==> config.mk <==
export PLATFORM = sky130hd
export DESIGN_NAME = clkout_gate_seq
export DESIGN_NICKNAME = d
export VERILOG_FILES = /design/src/rtl/clkout_pkg.sv /design/src/rtl/clkout_div.sv /design/src/rtl/clkout_tdiv.sv /design/src/rtl/clkout_pdq.sv /design/src/rtl/clkout_gate.sv /design/src/rtl/clkout_gate_seq.sv
export SDC_FILE = /design/constraint.sdc
export NUM_CORES = 1
export LEC_CHECK = 0
export ABC_AREA = 1
export CORE_UTILIZATION = 50
export CTS_BUF_LIST = sky130_fd_sc_hd__clkbuf_2 sky130_fd_sc_hd__clkbuf_4 sky130_fd_sc_hd__clkbuf_8
export DETAILED_ROUTE_END_ITERATION = 7
export DONT_BUFFER_PORTS = 1
export GPL_ROUTABILITY_DRIVEN = 0
export HOLD_SLACK_MARGIN = 0.15
export PLACE_DENSITY = 0.68
export SYNTH_ARGS = -nofsm -noshare
export SYNTH_HDL_FRONTEND = slang
export SYNTH_SLANG_ARGS = --single-unit
export TNS_END_PERCENT = 30
==> constraint.sdc <==
create_clock -name clk -period 1.4 [get_ports clk]
set_input_delay 0.14 -clock clk [delete_from_list [all_inputs] [get_ports clk]]
set_output_delay 0.14 -clock clk [all_outputs]
set_load 0.01 [all_outputs]
==> src/rtl/clkout_pkg.sv <==
package clkout_pkg;
  typedef enum logic [1:0] {
    FS_HIZ  = 2'b00,
    FS_TEST = 2'b01,
    FS_SLOW = 2'b10,
    FS_FAST = 2'b11
  } fsel_e;

  localparam int NGRP   = 8;
  localparam int GI_CPU = 0;
  localparam int GI_SDF = 1;
  localparam int GI_SDR = 2;
  localparam int GI_HUB = 3;
  localparam int GI_PCI = 4;
  localparam int GI_USB = 5;
  localparam int GI_REF = 6;
  localparam int GI_API = 7;
endpackage

==> src/rtl/clkout_div.sv <==
// Half-period counter: ph toggles every 'half' core cycles.
module clkout_div #(
  parameter int CW = 5
) (
  input  logic          clk,
  input  logic          rst,
  input  logic          restart,
  input  logic [CW-1:0] half,
  output logic          ph
);
  logic [CW-1:0] cnt;

  always_ff @(posedge clk) begin
    if (rst || restart) begin
      cnt <= '0;
      ph  <= 1'b0;
    end else if (cnt >= half - 1'b1) begin
      cnt <= '0;
      ph  <= ~ph;
    end else begin
      cnt <= cnt + 1'b1;
    end
  end
endmodule

==> src/rtl/clkout_tdiv.sv <==
// Test-mode ratio tree: synchronized test clock plus a binary counter of its rising edges.
module clkout_tdiv #(
  parameter int TAPS = 4,
  parameter int SYNC = 2
) (
  input  logic            clk,
  input  logic            rst,
  input  logic            restart,
  input  logic            tclk,
  output logic            ref_ph,
  output logic [TAPS-1:0] tap
);
  logic [SYNC:0] ts;
  logic          t_rise;

  always_ff @(posedge clk) begin
    if (rst) ts <= '0;
    else     ts <= {ts[SYNC-1:0], tclk};
  end

  assign t_rise = ts[SYNC-1] & ~ts[SYNC];

  always_ff @(posedge clk) begin
    if (rst) ref_ph <= 1'b0;
    else     ref_ph <= ts[SYNC-1];
  end

  always_ff @(posedge clk) begin
    if (rst || restart) tap <= '0;
    else if (t_rise)    tap <= tap + 1'b1;
  end
endmodule

==> src/rtl/clkout_pdq.sv <==
// Power-down synchronizer and qualifier against processor-clock rising edges.
module clkout_pdq #(
  parameter int SYNC = 2,
  parameter int QUAL = 2
) (
  input  logic clk,
  input  logic rst,
  input  logic pd_n,
  input  logic cpu_rise,
  output logic pd_active
);
  localparam int QW = $clog2(QUAL + 1);

  logic [SYNC-1:0] sh;
  logic [QW-1:0]   cnt;
  logic            pd_s;

  always_ff @(posedge clk) begin
    if (rst) sh <= '1;
    else     sh <= {sh[SYNC-2:0], pd_n};
  end

  assign pd_s = sh[SYNC-1];

  always_ff @(posedge clk) begin
    if (rst) begin
      cnt       <= '0;
      pd_active <= 1'b0;
    end else if (pd_s) begin
      cnt       <= '0;
      pd_active <= 1'b0;
    end else if (cpu_rise && !pd_active) begin
      cnt <= cnt + 1'b1;
      if (cnt == QW'(QUAL - 1)) pd_active <= 1'b1;
    end
  end

  // acceptance only on a processor rising edge seen with the request held low
  assert_pd_qualified_R5: assert property (@(posedge clk) disable iff (rst)
    $rose(pd_active) |-> ($past(cpu_rise) && !$past(pd_s)));
endmodule

==> src/rtl/clkout_gate.sv <==
// Glitch-free gate: the gate state may change only while the phase is low.
module clkout_gate (
  input  logic clk,
  input  logic rst,
  input  logic ph,
  input  logic req,
  output logic clk_o
);
  logic gate_q;

  always_ff @(posedge clk) begin
    if (rst) begin
      gate_q <= 1'b0;
      clk_o  <= 1'b0;
    end else begin
      if (!ph) gate_q <= req;
      clk_o <= ph & gate_q;
    end
  end

  // every falling output edge follows a falling phase edge, so no high pulse is cut short
  assert_full_high_R7: assert property (@(posedge clk) disable iff (rst)
    $fell(clk_o) |-> !$past(ph));
endmodule

==> src/rtl/clkout_gate_seq.sv <==
module clkout_gate_seq
  import clkout_pkg::*;
#(
  parameter int N_CPU       = 3,
  parameter int N_SDR       = 8,
  parameter int N_HUB       = 2,
  parameter int N_PCI       = 7,
  parameter int N_USB       = 2,
  parameter int N_APIC      = 2,
  parameter int CW          = 5,
  parameter int CPU_HALF_HI = 2,
  parameter int CPU_HALF_LO = 3,
  parameter int SDR_HALF    = 2,
  parameter int HUB_HALF    = 3,
  parameter int PCI_HALF    = 6,
  parameter int USB_HALF    = 4,
  parameter int REF_HALF    = 14,
  parameter int APIC_HALF_HI = 6,
  parameter int SYNC        = 2,
  parameter int QUAL        = 2
) (
  input  logic              clk,
  input  logic              rst,
  input  logic              pd_n,
  input  logic [1:0]        fsel,
  input  logic              tclk,
  input  logic              apic_fast,
  input  logic [N_CPU-1:0]  en_cpu,
  input  logic [N_SDR-1:0]  en_sdr,
  input  logic [N_PCI-1:0]  en_pci,
  input  logic [N_USB-1:0]  en_usb,
  output logic [N_CPU-1:0]  cpu_clk,
  output logic              sdr_free,
  output logic [N_SDR-1:0]  sdr_clk,
  output logic [N_HUB-1:0]  hub_clk,
  output logic [N_PCI-1:0]  pci_clk,
  output logic [N_USB-1:0]  usb_clk,
  output logic              ref_clk,
  output logic [N_APIC-1:0] apic_clk,
  output logic              drive_en,
  output logic              osc_run,
  output logic              vco_run
);
  localparam int TAPS = 4;

  fsel_e         fs_q, fs_d;
  logic          restart, test_mode;
  logic          apic_fast_q;
  logic          pd_active;
  logic          cpu_ph_d, cpu_rise;
  logic [CW-1:0] half_v [NGRP];
  logic [NGRP-1:0] nph, tph, ph;
  logic          t_ref;
  logic [TAPS-1:0] t_tap;

  // mode select register; a change restarts every divider
  always_ff @(posedge clk) begin
    if (rst) begin
      fs_q <= FS_HIZ;
      fs_d <= FS_HIZ;
    end else begin
      fs_q <= fsel_e'(fsel);
      fs_d <= fs_q;
    end
  end

  assign restart   = (fs_q != fs_d);
  assign test_mode = (fs_q == FS_TEST);

  // rate strap, captured only during reset
  always_ff @(posedge clk) begin
    if (rst) apic_fast_q <= apic_fast;
  end

  // normal-mode half periods per group
  always_comb begin
    half_v[GI_CPU] = (fs_q == FS_SLOW) ? CW'(CPU_HALF_LO) : CW'(CPU_HALF_HI);
    half_v[GI_SDF] = CW'(SDR_HALF);
    half_v[GI_SDR] = CW'(SDR_HALF);
    half_v[GI_HUB] = CW'(HUB_HALF);
    half_v[GI_PCI] = CW'(PCI_HALF);
    half_v[GI_USB] = CW'(USB_HALF);
    half_v[GI_REF] = CW'(REF_HALF);
    half_v[GI_API] = apic_fast_q ? CW'(APIC_HALF_HI) : CW'(2 * APIC_HALF_HI);
  end

  for (genvar g = 0; g < NGRP; g++) begin : g_div
    clkout_div #(.CW(CW)) u_div (
      .clk     (clk),
      .rst     (rst),
      .restart (restart),
      .half    (half_v[g]),
      .ph      (nph[g])
    );
  end

  clkout_tdiv #(.TAPS(TAPS), .SYNC(SYNC)) u_tdiv (
    .clk     (clk),
    .rst     (rst),
    .restart (restart),
    .tclk    (tclk),
    .ref_ph  (t_ref),
    .tap     (t_tap)
  );

  // fixed test ratios: tap[k] has period 2^(k+1) test clocks
  always_comb begin
    tph[GI_CPU] = t_tap[0];
    tph[GI_SDF] = t_tap[1];
    tph[GI_SDR] = t_tap[1];
    tph[GI_HUB] = t_tap[1];
    tph[GI_PCI] = t_tap[2];
    tph[GI_USB] = t_tap[0];
    tph[GI_REF] = t_ref;
    tph[GI_API] = t_tap[3];
  end

  assign ph = test_mode ? tph : nph;

  // processor rising edge taken from the ungated phase
  always_ff @(posedge clk) begin
    if (rst) cpu_ph_d <= 1'b0;
    else     cpu_ph_d <= ph[GI_CPU];
  end

  assign cpu_rise = ph[GI_CPU] & ~cpu_ph_d;

  clkout_pdq #(.SYNC(SYNC), .QUAL(QUAL)) u_pdq (
    .clk       (clk),
    .rst       (rst),
    .pd_n      (pd_n),
    .cpu_rise  (cpu_rise),
    .pd_active (pd_active)
  );

  // output gate cells
  for (genvar i = 0; i < N_CPU; i++) begin : g_cpu
    clkout_gate u_g (.clk(clk), .rst(rst), .ph(ph[GI_CPU]),
                     .req(en_cpu[i] & ~pd_active), .clk_o(cpu_clk[i]));
  end

  clkout_gate u_sdf (.clk(clk), .rst(rst), .ph(ph[GI_SDF]),
                     .req(~pd_active), .clk_o(sdr_free));

  for (genvar i = 0; i < N_SDR; i++) begin : g_sdr
    clkout_gate u_g (.clk(clk), .rst(rst), .ph(ph[GI_SDR]),
                     .req(en_sdr[i] & ~pd_active), .clk_o(sdr_clk[i]));
  end

  for (genvar i = 0; i < N_HUB; i++) begin : g_hub
    clkout_gate u_g (.clk(clk), .rst(rst), .ph(ph[GI_HUB]),
                     .req(~pd_active), .clk_o(hub_clk[i]));
  end

  for (genvar i = 0; i < N_PCI; i++) begin : g_pci
    clkout_gate u_g (.clk(clk), .rst(rst), .ph(ph[GI_PCI]),
                     .req(en_pci[i] & ~pd_active), .clk_o(pci_clk[i]));
  end

  for (genvar i = 0; i < N_USB; i++) begin : g_usb
    clkout_gate u_g (.clk(clk), .rst(rst), .ph(ph[GI_USB]),
                     .req(en_usb[i] & ~pd_active), .clk_o(usb_clk[i]));
  end

  clkout_gate u_ref (.clk(clk), .rst(rst), .ph(ph[GI_REF]),
                     .req(~pd_active), .clk_o(ref_clk));

  for (genvar i = 0; i < N_APIC; i++) begin : g_api
    clkout_gate u_g (.clk(clk), .rst(rst), .ph(ph[GI_API]),
                     .req(~pd_active), .clk_o(apic_clk[i]));
  end

  // pad and oscillator controls
  always_ff @(posedge clk) begin
    if (rst) begin
      drive_en <= 1'b0;
      osc_run  <= 1'b1;
      vco_run  <= 1'b1;
    end else begin
      drive_en <= (fs_q != FS_HIZ);
      osc_run  <= ~pd_active;
      vco_run  <= ~pd_active;
    end
  end

  logic any_out;
  assign any_out = |{cpu_clk, sdr_free, sdr_clk, hub_clk, pci_clk, usb_clk, ref_clk, apic_clk};

  // no output rises once power-down has been held for two cycles
  assert_no_rise_in_pd_R6: assert property (@(posedge clk) disable iff (rst)
    (pd_active && $past(pd_active) && $past(pd_active, 2)) |-> !$rose(any_out));

  // tristate code removes pad drive
  assert_hiz_drive_R4: assert property (@(posedge clk) disable iff (rst)
    (fs_q == FS_HIZ) |=> !drive_en);

  // strap is frozen outside reset
  assert_strap_frozen_R10: assert property (@(posedge clk) disable iff (rst)
    $past(!rst) |-> $stable(apic_fast_q));
endmodule

==> flow_metrics.py, run 1 <==
metrics = {
    "global_route": {
        "overflow": 0,
        "grt_max_degree": 47,
        "grt_antenna_before_repair": 0,
        "grt_pass1_wl_um": 11760,
        "grt_pass1_vias": 2795,
        "grt_usage_pct": 17.67,
    },
    "finish": {
        "fin_util_pct": 63.35,
        "nets": 583,
        "stdcell_count": 654,
        "n_antenna_cell": 0,
        "area_growth_pct": 23.00,
        "drive_gt1_share_pct": 13.84,
        "design_area_sq_mm": 0.005205,
    },
    "clock_network": {
        "cts_buffers": 17,
        "cts.reportedPaths.clkPinSlew_ns": 0.07,
        "cts_buffer_depth": 2,
        "h-tree-depth": 4,
        "cts_tree": "built",
        "clock_sinks": 116,
        "clkLatencyLatePin_ns": 0.42,
        "clock-root-buffer": "clkbuf_8",
    },
    "synth": {
        "synth_top_cell_area_share_pct": 54.41,
        "ys_ff_latch": 116,
        "yosys_warnings": 0,
        "synth_area_per_cell_sq_um": 8.636,
        "synth_cell_types": 25,
        "syn_area_sq_mm": 0.004232,
        "synth-edff-count": 1,
        "synth_area_leaders": "dfxtp_1, nor2_1, nand2_1",
        "synthArstFlopShare_pct": 0,
        "synth-seq-area-share_pct": 55.12,
        "synthFlopType": "dfxtp_1",
        "synth_cells": 490,
        "synth_area_leader_cell": "dfxtp_1",
    },
    "min_path": {
        "worst_hold_path_type": "in -> reg",
    },
    "floorplanning": {
        "die_w_um": 94.00,
        "coreArea_sq_mm": 0.008217,
        "num_io_pins": 56,
        "initial_utilization_pct": 51.50,
        "rows": 33,
        "die_y_um": 94.00,
        "dieArea_sq_mm": 0.008835,
    },
    "timing": {
        "hold_violations": 0,
        "fmax_ghz": 0.6923,
        "drv_slew": 0,
        "worst_slack_ns": -0.04445,
        "skew_ns": 0.006390,
        "period_needed_ns": 1.444,
        "rsz0062_at_grt": "true",
        "finalSetupTns_ns": -0.09657,
        "finalCritPeriodShare_pct": 103.2,
        "setup_viol": 6,
    },
    "flow_run": {
        "drv_cap": 0,
    },
    "worst_setup_path": {
        "cp_cell_sequence": "dlygate4sd3_1 -> inv_1 -> dlygate4sd3_1 -> nand2_1 -> o21ai_0",
        "cp.required_ns": 1.74,
        "critPathLaunchType": "primary input",
        "path_class": "in -> reg",
        "slowest_stage": "dlygate4sd3_1",
        "end_kind": "register",
        "cp_max_fo": 11,
        "critPathMaxStageDelay_ns": 0.63,
        "arrival_ns": 1.79,
        "cp_common_cell": "dlygate4sd3_1",
    },
    "run_status": {
        "failed_checks": "negative setup slack",
        "outcome": "finished, violations left",
    },
    "routing": {
        "routed_wl_um": 7309,
        "num_vias": 3006,
        "drtPass1Iterations": 4,
        "antenna_left": 0,
        "viasPerCell": 4.596,
        "drc": 0,
        "wl_per_cell_um": 11.18,
        "drtIter0Drc": 158,
    },
    "placement": {
        "dp.cells": 584,
        "dp_hpwl_um": 4697,
        "dpl_cell_area_sq_mm": 0.004277,
        "place.port_buffers": 0,
    },
    "power": {
        "power_density_mw_per_mm2": 1415,
        "power.leakage_uw": 0.002265,
        "ir_drop_v": 0.0009918,
    },
}
-- cells in the mapped netlist (5+ instances only) --
master	count
nand2_1	68
dfxtp_1	115
o21ai_0	28
ha_1	20
nor2_1	96
inv_1	56
a21oi_1	5
xnor2_1	9
buf_4	26
xor2_1	7
clkbuf_1	6
nand3_1	33
-- power by group --
group	total [uW]	internal (uW)	switching [uW]
logic	517	233	285
registers	3540	3450	82.6
clock network	3310	2000	1310
total	7370	5690	1680
-- per-stage QoR --
stage	hold WS [ns]	setup WS [ns]	total power, uW
finish	0.3348	-0.04445	7365
global route	0.3127	-0.1193	7679
CTS	-0.2256	-0.002970	7335
detailed placement	0.2210	-0.07014	3990
global placement	0.2183	0.009780	3972
floorplan	0.2389	0.05434	3906
-- placed cells by master (no fill, tap or decap), types with 2 or more instances in the layout --
cell | Yosys | final
dfxtp_4 | 0 | 2
clkbuf_8 | 0 | 18
xor2_1 | 7 | 6
or2_2 | 4 | 4
inv_4 | 0 | 2
bufinv_16 | 0 | 4
buf_6 | 0 | 2
xnor2_1 | 9 | 9
nand4_1 | 4 | 4
nor2_1 | 96 | 90
inv_1 | 56 | 53
nand2_2 | 1 | 6
dlygate4sd3_1 | 0 | 34
ha_1 | 20 | 18
a21oi_1 | 5 | 4
inv_2 | 0 | 2
clkinv_2 | 0 | 3
buf_12 | 0 | 2
dfxtp_1 | 115 | 113
conb_1 | 1 | 13
nor2_2 | 0 | 6
nand3_1 | 33 | 32
clkinvlp_4 | 0 | 4
buf_4 | 26 | 10
ha_4 | 0 | 2
o21ai_0 | 28 | 27
o22ai_1 | 2 | 2
nand2_1 | 68 | 62
-- sequential cells by signal, indices dropped and copies added (netlist names), 4 cells and up --
name,count
g_sdr.u_g.gate_q,8
g_pci.u_g.gate_q,7
u_tdiv.tap,4
g_div.u_div.cnt,40
g_sdr.u_g.clk_o,8
g_pci.u_g.clk_o,7
g_div.u_div.ph,8
-- worst max-delay path: cells and delay by family --
kind / cells / cell delay, ns
and+or+nand+nor: 1 / 0.08
AOI/OAI and AO/OA: 1 / 0.15
buffers and inverters: 3 / 1.41
-- metal layers --
metal / GRT usage, % / up-vias / wire length [um]
li1: - / 1587 / -
met1: 20.86 / 1349 / 3492
met2: 28.22 / 55 / 3401
met3: 6.149 / 15 / 280
met4: 9.231 / 0 / 134
met5: 0 / - / 0
-- cells by family after synthesis --
kind of cell	after synthesis	synth area share [%]
compound gates	37	4.553
xor+xnor	16	3.312
fa+ha+maj	20	5.914
buf+inv	90	10.32
flops	116	55.12
other cells	1	0.08862
simple gates	210	20.70
-- worst paths after layout --
check / startpoint / end / slack (ns) / cells past startpoint
setup / recovery: rst / g_hub[1].u_g.gate_q / -0.04 / 5
hold / removal: rst / u_tdiv.ts[0] / 0.33 / 2
setup reg to reg: apic_fast_q / g_div[7].u_div.cnt[4] / -0.01 / 8
hold reg to reg: u_pdq.pd_active / vco_run / 0.40 / 1
-- area by class of cell --
class                   instances  area (sq um)
fillers                       645          3012
flip-flops and latches        116          2340
well taps                     105         131.4
clock inverters                13         180.2
clock buffers                  19         255.2
repair buffers                 49         490.5
inverters                      56         212.7
multi-input cells             296          1595
-- timing repair --
item / in CTS / in global routing
setup buffers: 0 / 2
endpoints found under the setup margin: 6 / 70
pin swaps: 2 / 11
gates resized for setup: 2 / 31
hold endpoints to repair: 82 / 57
hold buffers: 21 / 15
Power figures use the tool's default switching activity.
==> run 2, diff against run 1 <==
--- a/config.mk
+++ b/config.mk
@@ -5,7 +5,6 @@
 export SDC_FILE = /design/constraint.sdc
 export NUM_CORES = 1
 export LEC_CHECK = 0
-export ABC_AREA = 1
 export CORE_UTILIZATION = 50
 export CTS_BUF_LIST = sky130_fd_sc_hd__clkbuf_2 sky130_fd_sc_hd__clkbuf_4 sky130_fd_sc_hd__clkbuf_8
 export DETAILED_ROUTE_END_ITERATION = 7
==> flow_metrics.py, run 2 <==
metrics = {
    "global_route": {
        "overflow": 0,
        "grt_max_degree": 24,
        "met1_usage_pct": 20.60,
        "grt_pass1_wl_um": 11380,
        "met3_usage_pct": 6.341,
        "met2_usage_pct": 28.13,
        "grt_pass1_vias": 2495,
        "top_usage_layer": "met2",
        "grt_antenna_before_repair": 0,
        "grt_usage_pct": 17.63,
    },
    "routing": {
        "antenna_left": 0,
        "viasPerCell": 4.748,
        "drtPass1Iterations": 4,
        "drtIter0Drc": 38,
        "num_vias": 2640,
        "drc": 0,
        "routed_wl_um": 6882,
        "wl_per_cell_um": 12.38,
    },
    "run_status": {
        "failed_checks": "negative setup slack",
        "outcome": "finished, violations left",
    },
    "timing": {
        "setup_viol": 53,
        "hold_violations": 0,
        "worstMarginPinSlew_ns": 0.9946,
        "finalSetupTns_ns": -5.082,
        "rsz0062_at_grt": "true",
        "period_needed_ns": 1.628,
        "drv_slew": 0,
        "fmax_ghz": 0.6142,
        "relSlewSlack_pct": 33.69,
        "skew_ns": 0.01209,
        "worst_slack_ns": -0.2280,
        "finalCritPeriodShare_pct": 116.3,
    },
    "synth": {
        "synth_common_cells": "dfxtp_1, nor2_1, buf_4, and2_1, ha_1",
        "synth_cell_types": 44,
        "syn_area_sq_mm": 0.004153,
        "synth_top_cell_area_share_pct": 55.44,
        "synthFlopType": "dfxtp_1",
        "yosysMostFrequentCell": "dfxtp_1",
        "synth_area_leader_cell": "dfxtp_1",
        "synth_area_per_cell_sq_um": 10.81,
        "ys_ff_latch": 116,
        "synth-seq-area-share_pct": 56.16,
        "yosys_warnings": 0,
        "synth_area_leaders": "dfxtp_1, ha_1, buf_4",
        "synth_cells": 384,
        "synthArstFlopShare_pct": 0,
        "synth-edff-count": 1,
    },
    "worst_setup_path": {
        "cp_max_fo": 4,
        "path_class": "reg -> reg",
        "end_kind": "register",
        "cp.required_ns": 1.75,
        "critPathLaunchType": "register",
        "arrival_ns": 1.98,
    },
    "floorplanning": {
        "die_w_um": 93.14,
        "initial_utilization_pct": 52.65,
        "dieArea_sq_mm": 0.008674,
        "die_y_um": 93.14,
        "rows": 32,
        "num_io_pins": 56,
        "coreArea_sq_mm": 0.007888,
    },
    "finish": {
        "design_area_sq_mm": 0.005279,
        "fin_util_pct": 66.93,
        "largest-register": "g_div.u_div.cnt",
        "largest_reg_flops": 40,
        "n_antenna_cell": 0,
        "nets": 488,
        "area_growth_pct": 27.12,
        "final_cell_mix": "dfxtp_1, nor2_1, dlygate4sd3_1",
        "final_common_cell": "dfxtp_1",
        "drive_gt1_share_pct": 24.67,
    },
    "clock_network": {
        "cts_buffer_depth": 2,
        "clkLatencyLatePin_ns": 0.43,
        "h-tree-depth": 4,
        "cts_buffers": 17,
        "clock-root-buffer": "clkbuf_8",
        "clock_sinks": 116,
        "cts_tree": "built",
        "cts.reportedPaths.clkPinSlew_ns": 0.07,
    },
    "placement": {
        "place_ws_ns": -0.2174,
        "place.port_buffers": 0,
        "dp_hpwl_um": 4092,
        "dpl_cell_area_sq_mm": 0.004258,
    },
    "power": {
        "ir_drop_v": 0.0005849,
        "power.leakage_uw": 0.002250,
        "power_density_mw_per_mm2": 1386,
    },
    "flow_run": {
        "drv_cap": 0,
    },
    "min_path": {
        "worst_hold_path_type": "in -> reg",
    },
}
-- run 2: worst paths after layout --
| check | start | to | slack (ns) | cells past startpoint |
|---|---|---|---|---|
| worst min-delay path | apic_fast | apic_fast_q | 0.35 | 1 |
| worst min register to register | u_tdiv.ts[0] | u_tdiv.ts[1] | 0.45 | 1 |
| worst max-delay path | fs_q[1] | g_div[0].u_div.cnt[0] | -0.23 | 6 |
| worst max register to register | fs_q[1] | g_div[0].u_div.cnt[0] | -0.23 | 6 |
-- run 2: metrics by stage --
| step | total power (uW) | instances | hold WS [ns] |
|---|---|---|---|
| after floorplan | 3869 | 396 | 0.2389 |
| after CTS | 7330 | 553 | 0.3052 |
| after global placement | 3937 | 485 | 0.2166 |
| after global routing | 7627 | 556 | 0.3344 |
| after detailed placement | 3948 | 485 | 0.2196 |
| final | 7316 | 556 | 0.3468 |
-- run 2: layout make-up --
cell class,count,area [sq um]
fillers,577,2609
flip-flops and latches,116,2336
multi-input cells,231,1764
repair buffers,60,570.5
clock buffers,18,247.7
clock inverters,14,176.4
well taps,102,127.6
inverters,15,56.30
-- run 2: routing by layer --
layer,share of wire [%],up-vias
met5,0,-
met4,1.9,0
met3,3.6,11
met2,48,53
met1,47,1224
li1,-,1352
-- run 2: repair_timing --
item                                    in CTS  in global routing
hold endpoints to repair                    91                  0
resized for setup                           24                 30
pin swaps                                   28                 17
hold buffers                                32                  0
endpoints found under the setup margin      79                 87
buffers inserted                             4                  3
-- run 2: worst max-delay path: stages, from the launching register on --
cell and delay (ns):
dfxtp_2 0.35, or2b_1 0.25, ha_2 0.17, or4_4 0.42, a21oi_4 0.14, nand2b_1 0.11, nor2_1 0.12
-- run 2: cells by family after synthesis --
kind of cell             after synthesis  share of synthesized area, %
AND/OR/NAND/NOR                      134                         17.81
buffers and inverters                 49                         7.261
AO/OA/AOI/OAI                         36                         6.237
flip-flops                           116                         56.16
XOR/XNOR                              21                         4.429
adder cells (fa/ha/maj)               20                         6.026
multiplexers                           7                         1.989
other                                  1                       0.09030
-- run 2: power breakdown --
part	leakage [uW]	internal (uW)	switching, uW	total, uW
sequential	0.000954	3440	84.6	3530
combinational	0.00109	315	244	559
clock	0.000207	1830	1400	3230
total	0.00225	5590	1730	7320
